<file path="src/rtl/booth_mul_pkg.sv">
package booth_mul_pkg;

    typedef enum logic [1:0] {
        ST_IDLE = 2'd0,
        ST_RUN  = 2'd1,
        ST_FIN  = 2'd2
    } mul_state_t;

    typedef enum logic [1:0] {
        OP_HOLD = 2'd0,
        OP_ADD  = 2'd1,
        OP_SUB  = 2'd2
    } step_op_t;

endpackage

</file>
<file path="src/rtl/booth_mul_recode.sv">
module booth_mul_recode
    import booth_mul_pkg::*;
(
    input  logic     cur_bit,
    input  logic     prev_bit,
    output step_op_t op
);

    always_comb begin
        unique case ({cur_bit, prev_bit})
            2'b10:   op = OP_SUB;
            2'b01:   op = OP_ADD;
            default: op = OP_HOLD;
        endcase
    end

endmodule

</file>
<file path="src/rtl/booth_mul_ctrl.sv">
module booth_mul_ctrl
    import booth_mul_pkg::*;
#(
    parameter int WIDTH = 8
) (
    input  logic clk,
    input  logic rst_n,
    input  logic start,
    output logic load,
    output logic step,
    output logic busy,
    output logic done
);

    localparam int CW = $clog2(WIDTH) + 1;
    localparam logic [CW-1:0] LAST = CW'(WIDTH - 1);

    mul_state_t state_q, state_d;
    logic [CW-1:0] iter_q;
    logic          last_iter;

    assign last_iter = (iter_q == LAST);

    always_ff @(posedge clk or negedge rst_n) begin
        if (!rst_n) begin
            state_q <= ST_IDLE;
        end else begin
            state_q <= state_d;
        end
    end

    always_ff @(posedge clk or negedge rst_n) begin
        if (!rst_n) begin
            iter_q <= '0;
        end else if (load) begin
            iter_q <= '0;
        end else if (step) begin
            iter_q <= iter_q + 1'b1;
        end
    end

    always_comb begin
        state_d = state_q;
        unique case (state_q)
            ST_IDLE: if (start) state_d = ST_RUN;
            ST_RUN:  if (last_iter) state_d = ST_FIN;
            ST_FIN:  state_d = start ? ST_RUN : ST_IDLE;
            default: state_d = ST_IDLE;
        endcase
    end

    always_comb begin
        load = 1'b0;
        step = 1'b0;
        busy = 1'b0;
        done = 1'b0;
        unique case (state_q)
            ST_IDLE: load = start;
            ST_RUN: begin
                step = 1'b1;
                busy = 1'b1;
            end
            ST_FIN: begin
                done = 1'b1;
                load = start;
            end
            default: ;
        endcase
    end

endmodule

</file>
<file path="src/rtl/booth_mul_dp.sv">
module booth_mul_dp
    import booth_mul_pkg::*;
#(
    parameter int WIDTH = 8
) (
    input  logic               clk,
    input  logic               rst_n,
    input  logic               load,
    input  logic               step,
    input  logic [WIDTH-1:0]   mcand,
    input  logic [WIDTH-1:0]   mplier,
    output logic [2*WIDTH-1:0] product
);

    localparam int AW = WIDTH + 1;

    logic [AW-1:0]    upper_q;
    logic [WIDTH-1:0] lower_q;
    logic             prev_q;
    logic [AW-1:0]    mc_q;
    logic [AW-1:0]    sum;
    step_op_t         op;

    booth_mul_recode u_recode (
        .cur_bit (lower_q[0]),
        .prev_bit(prev_q),
        .op      (op)
    );

    always_comb begin
        unique case (op)
            OP_ADD:  sum = upper_q + mc_q;
            OP_SUB:  sum = upper_q - mc_q;
            default: sum = upper_q;
        endcase
    end

    always_ff @(posedge clk or negedge rst_n) begin
        if (!rst_n) begin
            upper_q <= '0;
            lower_q <= '0;
            prev_q  <= 1'b0;
            mc_q    <= '0;
        end else if (load) begin
            upper_q <= '0;
            lower_q <= mplier;
            prev_q  <= 1'b0;
            mc_q    <= {mcand[WIDTH-1], mcand};
        end else if (step) begin
            upper_q <= {sum[AW-1], sum[AW-1:1]};
            lower_q <= {sum[0], lower_q[WIDTH-1:1]};
            prev_q  <= lower_q[0];
        end
    end

    assign product = {upper_q[WIDTH-1:0], lower_q};

endmodule

</file>
<file path="src/rtl/booth_mul.sv">
module booth_mul #(
    parameter int WIDTH = 8
) (
    input  logic               clk,
    input  logic               rst_n,
    input  logic               start,
    input  logic [WIDTH-1:0]   mcand,
    input  logic [WIDTH-1:0]   mplier,
    output logic               busy,
    output logic               done,
    output logic [2*WIDTH-1:0] product
);

    logic load;
    logic step;

    booth_mul_ctrl #(.WIDTH(WIDTH)) u_ctrl (
        .clk  (clk),
        .rst_n(rst_n),
        .start(start),
        .load (load),
        .step (step),
        .busy (busy),
        .done (done)
    );

    booth_mul_dp #(.WIDTH(WIDTH)) u_dp (
        .clk    (clk),
        .rst_n  (rst_n),
        .load   (load),
        .step   (step),
        .mcand  (mcand),
        .mplier (mplier),
        .product(product)
    );

endmodule

</file>
<file path="config.mk">
export PLATFORM = sky130hd
export DESIGN_NAME = booth_mul
export DESIGN_NICKNAME = d
export VERILOG_FILES = /design/src/rtl/booth_mul_pkg.sv /design/src/rtl/booth_mul_recode.sv /design/src/rtl/booth_mul_ctrl.sv /design/src/rtl/booth_mul_dp.sv /design/src/rtl/booth_mul.sv
export SDC_FILE = /design/constraint.sdc
export NUM_CORES = 1
export LEC_CHECK = 0
export ABC_AREA = 1
export BUFFER_PORTS_ARGS = -buffer_cell sky130_fd_sc_hd__buf_4
export CAP_MARGIN = 20
export CORE_UTILIZATION = 36
export DETAILED_ROUTE_END_ITERATION = 8
export SYNTH_ARGS = -nofsm -noshare
export SYNTH_HDL_FRONTEND = slang
export SYNTH_SLANG_ARGS = --single-unit
export TNS_END_PERCENT = 100
</file>
<file path="constraint.sdc">
create_clock -name clk -period 2.1 [get_ports clk]
set_input_delay 0.21 -clock clk [delete_from_list [all_inputs] [get_ports clk]]
set_output_delay 0.21 -clock clk [all_outputs]
set_load 0.02 [all_outputs]
</file>
==> results of run 1 <==
-- cells in the mapped netlist, types with 3 or more instances --
master    number  area [sq um]
ha_1          11           138
o22ai_1        3          18.8
nand3_1       16          80.1
dfrtp_1       31           776
nor2_1        13          48.8
a21oi_1       12          60.1
buf_2          4          20.0
o21ai_0        4          20.0
o21ai_1       12          60.1
xor2_1         6          52.6
inv_2         11          41.3
o211ai_1       3          22.5
nand2_1       78           293
inv_1         26          97.6
-- worst paths after layout --
kind,start,end,slack [ns],cells past startpoint
setup / recovery,u_dp.mc_q[0],u_dp.upper_q[6],-0.06,15
hold / removal,mcand[6],u_dp.mc_q[6],0.12,3
setup reg to reg,u_dp.mc_q[0],u_dp.upper_q[6],-0.06,15
hold reg to reg,u_ctrl.iter_q[3],u_ctrl.state_q[1],0.44,1
max in group asynchronous,rst_n,u_dp.lower_q[0],1.41,2
min in group asynchronous,rst_n,u_dp.upper_q[1],0.40,2
-- routing by layer --
metal | vias up | track usage [%]
met2 | 48 | 30.9
li1 | 941 | -
met3 | 9 | 3.08
met4 | 0 | 8.44
met1 | 866 | 25.8
met5 | - | 0
-- what timing repair did --
item,in CTS,in global routing
hold buffers,1,0
pin swaps,15,12
endpoints found under the setup margin,6,7
gates resized for setup,26,11
buffers inserted,10,2
endpoints found under the hold margin,31,0
-- stage by stage --
| stage | instance area (sq um) | hold WS [ns] |
|---|---|---|
| after floorplan | 1950 | -0.0856 |
| after global placement | 2350 | 0.175 |
| after detailed placement | 2350 | 0.177 |
| after CTS | 2660 | 0.108 |
| after global routing | 2760 | 0.114 |
| final | 2760 | 0.119 |
-- worst max-delay path: stages (launching register included) --
cell and delay (ns):
dfrtp_1 0.40, inv_2 0.09, ha_4 0.14, nand2_2 0.08, nor2_4 0.15, nor2_4 0.07
a21oi_2 0.13, xnor2_1 0.13, inv_1 0.09, ha_4 0.30, nand2_2 0.06, o21a_1 0.17
nand3_1 0.08, nand3_1 0.07, nand2_1 0.06, nand2_1 0.04
-- kinds of logic after synthesis --
family          count (synthesis)
xor+xnor                        7
buf+inv                        45
fa+ha+maj                      12
simple gates                  114
flops                          31
compound gates                 44
-- area by class of cell --
cell class | count | share of cell area (%)
Clock inverter | 1 | 0.272
Inverter | 39 | 5.50
Tap cell | 70 | 3.18
Clock buffer | 7 | 3.50
Multi-Input combinational cell | 177 | 42.4
Timing Repair Buffer | 61 | 17.0
Sequential cell | 31 | 28.2
-- flip-flops by register name (all words and copies together) (netlist names) --
register / cells
u_dp.prev_q: 1
u_dp.mc_q: 8
u_ctrl.state_q: 2
u_dp.upper_q: 8
u_ctrl.iter_q: 4
u_dp.lower_q: 8
==> impl_metrics.json, run 1 <==
{
  "status": "finished with violations",
  "violations": "negative setup slack",
  "timing.final.crit_share_pct": 103,
  "nFillCells": 517,
  "ioPinCount": 37,
  "synth_compound_area_share_pct": 13.7,
  "wl_um": 4850,
  "finalHoldViolCount": 0,
  "gp_congestion": 0.824,
  "final_common_cell": "nand2_1",
  "cts_tree": "yes",
  "synth_cells": 253,
  "clock-sinks": 31,
  "setup.worst_path.start_class": "flip-flop",
  "grt_pass1_wl_um": 8160,
  "yosys.area_share.simple_pct": 25.0,
  "synth_cell_type_count": 33,
  "crit_required_ns": 2.28,
  "tightest_slew_ns": 0.404,
  "crit_arrival_ns": 2.34,
  "insertion_delay_ns": 0.28,
  "fmax_mhz": 462,
  "critPathMaxFanout": 4,
  "grt_max_degree": 32,
  "dpl.cell_count": 365,
  "final_cell_count_no_fill": 386,
  "muxShareOfSynthArea_pct": 0,
  "clkTransAtPathRegs_ns": 0.07,
  "vias": 1864,
  "rsz0062_at_grt": "true",
  "drt_iter0_markers": 86,
  "vias_per_cell": 4.83,
  "first_pass_iters": 4,
  "crit_type": "reg -> reg",
  "synth_top_family_by_area": "simple AND/OR/NAND/NOR gates",
  "nets": 346,
  "grt.overflow.total": 0,
  "slew_violations": 0,
  "dp_slack_ns": -0.115,
  "antenna_cells": 0,
  "seqCellArea_sq_um": 776,
  "fin_crit_ns": 2.16,
  "remaining_drc_errors": 0,
  "relSlewSlack_pct": 73.1,
  "cts_root_buffer": "clkbuf_8",
  "dr_wl_met2_um": 2320,
  "syn2layout_area_growth_pct": 42.5,
  "numCtsBuffers": 5,
  "grt_pass1_vias": 1784,
  "worstHoldPathType": "in -> reg",
  "core_area_sq_um": 5140,
  "setup_viol": 3,
  "async_flop_share_pct": 100,
  "io_buffers": 36,
  "floorplan.die.height_um": 75.3,
  "highest_layer": "met4",
  "die_area_sq_um": 5670,
  "place_hpwl_um": 3120,
  "grt_antenna_before_repair": 0,
  "setup_tns_ns": -0.134,
  "synth_nets": 284,
  "fin_util_pct": 53.6,
  "dr_wl_met3_um": 198,
  "initial_core_util_pct": 37.6,
  "synth_seq_cells": 31,
  "h-tree-depth": 2,
  "wl_met1_um": 2260,
  "ant_nets": 0,
  "cts.path.max_buffers": 2,
  "die_w_um": 75.3,
  "end_kind": "flip-flop",
  "multi_input_area_sq_um": 1170,
  "finalWorstSetupSlack_ns": -0.0632,
  "synth-adder-area-share_pct": 8.16,
  "synthesis.area_sq_um": 1930,
  "grt_usage_pct": 19.3,
  "postSynthAreaPerCell_sq_um": 7.64,
  "clock_skew_ns": 0.00661,
  "yosysWarnings": 0,
  "yosysSeqAreaShare_pct": 40.1,
  "synth_xor_area_share_pct": 3.17,
  "rows": 26,
  "drive_gt1_share_pct": 35.8,
  "synth_edf_count": 0,
  "post_drt_wl_per_cell_um": 12.6,
  "maxCapViolations": 0,
  "layout_common_cells": "nand2_1 (72), buf_4 (58), dfrtp_1 (31)",
  "ys.flop_type": "dfrtp_1"
}
Power of run 1 is not shown: default switching activity piles up to over one toggle a cycle in this logic, so the estimate is an artifact.
==> run 2, diff against run 1 <==
--- a/config.mk
+++ b/config.mk
@@ -10,6 +10,8 @@
 export CAP_MARGIN = 20
 export CORE_UTILIZATION = 36
 export DETAILED_ROUTE_END_ITERATION = 8
+export MAX_ROUTING_LAYER = met4
+export RECOVER_POWER = 100
 export SYNTH_ARGS = -nofsm -noshare
 export SYNTH_HDL_FRONTEND = slang
 export SYNTH_SLANG_ARGS = --single-unit
==> run 2 against run 1 <==
  * The run still ends with negative setup slack left
  * Fmax is essentially flat
  * Clock skew about the same
  * Clock-buffer cell count stayed put
  * Routed wire length shrank 0.52%
  * Non-clock buffer count stayed put
  * Die area stayed put
  * Global-route usage up 0.64 points
  * First-iteration DRC count is 15% higher
  * Sequential cell count stayed put
  * Core utilization is 1.5 points lower
  * Design area shrank 2.8%
  * Critical path type unchanged
  * Critical endpoint unchanged
  * Highest routed layer unchanged
==> impl_metrics.json, run 2 (synthesis gave the netlist of run 1 again) <==
{
  "place_hpwl_um": 3120,
  "final_common_cell": "nand2_1",
  "crit_type": "reg -> reg",
  "max_stage_delay_ns": 0.40,
  "cts_root_buffer": "clkbuf_8",
  "maxCapViolations": 0,
  "h-tree-depth": 2,
  "io_buffers": 36,
  "die_area_sq_um": 5670,
  "vias": 1853,
  "clock_skew_ns": 0.00647,
  "timing.final.crit_share_pct": 103,
  "drt_iter0_markers": 99,
  "worstHoldPathType": "in -> reg",
  "finalWorstSetupSlack_ns": -0.0613,
  "tightest_slew_ns": 0.772,
  "slew_violations": 0,
  "nets": 346,
  "violations": "negative setup slack",
  "relSlewSlack_pct": 48.6,
  "clkTransAtPathRegs_ns": 0.07,
  "vias_per_cell": 4.80,
  "layout_common_cells": "nand2_1 (74), buf_4 (40), dfrtp_1 (31)",
  "crit_arrival_ns": 2.34,
  "crit_family": "simple AND/OR/NAND/NOR gates",
  "wl_um": 4830,
  "reg_top3": "u_dp.lower_q: 8 flops, u_dp.mc_q: 8 flops, u_dp.upper_q: 8 flops",
  "fin_crit_ns": 2.16,
  "grt.overflow.total": 0,
  "insertion_delay_ns": 0.28,
  "grt_pass1_vias": 1775,
  "finish.instance_area_sq_um": 2680,
  "setup.worst_path.start_class": "flip-flop",
  "gp_congestion": 0.836,
  "hold_ws_ns": 0.120,
  "dp_slack_ns": -0.115,
  "remaining_drc_errors": 0,
  "post_dp_cell_area_sq_um": 2350,
  "critPathMaxFanout": 4,
  "syn2layout_area_growth_pct": 38.6,
  "rows": 26,
  "ant_nets": 0,
  "initial_core_util_pct": 37.6,
  "fmax_mhz": 463,
  "crit_buf_inv": 2,
  "rsz0062_at_grt": "true",
  "grt_usage_pct": 19.9,
  "critPathSlowestCell": "dfrtp_1",
  "floorplan.die.height_um": 75.3,
  "cts.path.max_buffers": 2,
  "first_pass_iters": 4,
  "core_area_sq_um": 5140,
  "status": "finished with violations",
  "die_w_um": 75.3,
  "setup_viol": 3,
  "post_drt_wl_per_cell_um": 12.5,
  "ioPinCount": 37,
  "end_kind": "flip-flop",
  "grt_pass1_wl_um": 8160,
  "grt_max_degree": 32,
  "crit_chain": "inv_2, ha_4, nand2_2, nor2_4, nor2_4, a21oi_2, xnor2_1, inv_1, ha_4, nand2_2, o21a_1, nand3_1, nand3_1, nand2_1, nand2_1",
  "finalHoldViolCount": 0,
  "drive_gt1_share_pct": 29.1,
  "numCtsBuffers": 5,
  "clock-sinks": 31,
  "crit_required_ns": 2.28,
  "antenna_cells": 0,
  "grt_antenna_before_repair": 0,
  "cts_tree": "yes"
}
run 2: changes by cell type in the layout (fill, tap and decap cells not counted), sizes merged:
| cell | before | now |
|---|---|---|
| buf | 60 | 42 |
| clkbuf | 7 | 25 |
run 2: final timing paths:
kind | startpoint | endpoint | slack [ns] | cells past startpoint
min | mcand[6] | u_dp.mc_q[6] | 0.12 | 3
min reg2reg | u_ctrl.iter_q[3] | u_ctrl.state_q[1] | 0.44 | 1
max reg2reg | u_dp.mc_q[1] | u_dp.upper_q[6] | -0.06 | 15
min in group asynchronous | rst_n | u_dp.upper_q[1] | 0.53 | 2
max in group asynchronous | rst_n | u_dp.lower_q[0] | 1.07 | 2
max | u_dp.mc_q[1] | u_dp.upper_q[6] | -0.06 | 15
run 2: worst register-to-register path, delay by kind of cell (launching register included):
family                   cells  cell delay, ns
buffers and inverters        2            0.18
AO/OA/AOI/OAI                2            0.30
flip-flops                   1            0.40
XOR/XNOR                     1            0.13
AND/OR/NAND/NOR              8            0.61
adder cells (fa/ha/maj)      2            0.44
run 2: cell type report:
| type | instances | area (sq um) |
|---|---|---|
| clock buffers | 7 | 96.3 |
| clock inverters | 1 | 7.51 |
| fillers | 547 | 2460 |
| inverters | 39 | 151 |
| multi-input cells | 177 | 1160 |
| flip-flops and latches | 31 | 776 |
| well taps | 70 | 87.6 |
| repair buffers | 61 | 402 |
run 2: per-layer routing:
layer,vias to the layer above,track usage (%),share of wire (%)
met4,0,8.44,1.5
met1,858,25.8,46
met5,-,-,0
li1,939,-,-
met2,47,31.0,48
met3,9,3.08,3.9
run 2: timing repair:
| item | 4_1_cts | 5_1_grt |
|---|---|---|
| gates resized for setup | 26 | 11 |
| pin swaps | 15 | 12 |
| hold endpoints to repair | 31 | 0 |
| setup endpoints to repair | 6 | 7 |
| hold buffers | 1 | 0 |
| setup buffers | 10 | 2 |
run 2: per-stage QoR:
step	setup TNS (ns)	cells	utilization [%]
after detailed placement	-0.381	365	45.8
after floorplan	0	253	-
after global routing	-0.745	386	52.1
final	-0.134	386	52.1
after CTS	-0.0284	384	51.8
after global placement	-0.263	365	45.8
Power of run 2 is left out for the same reason.
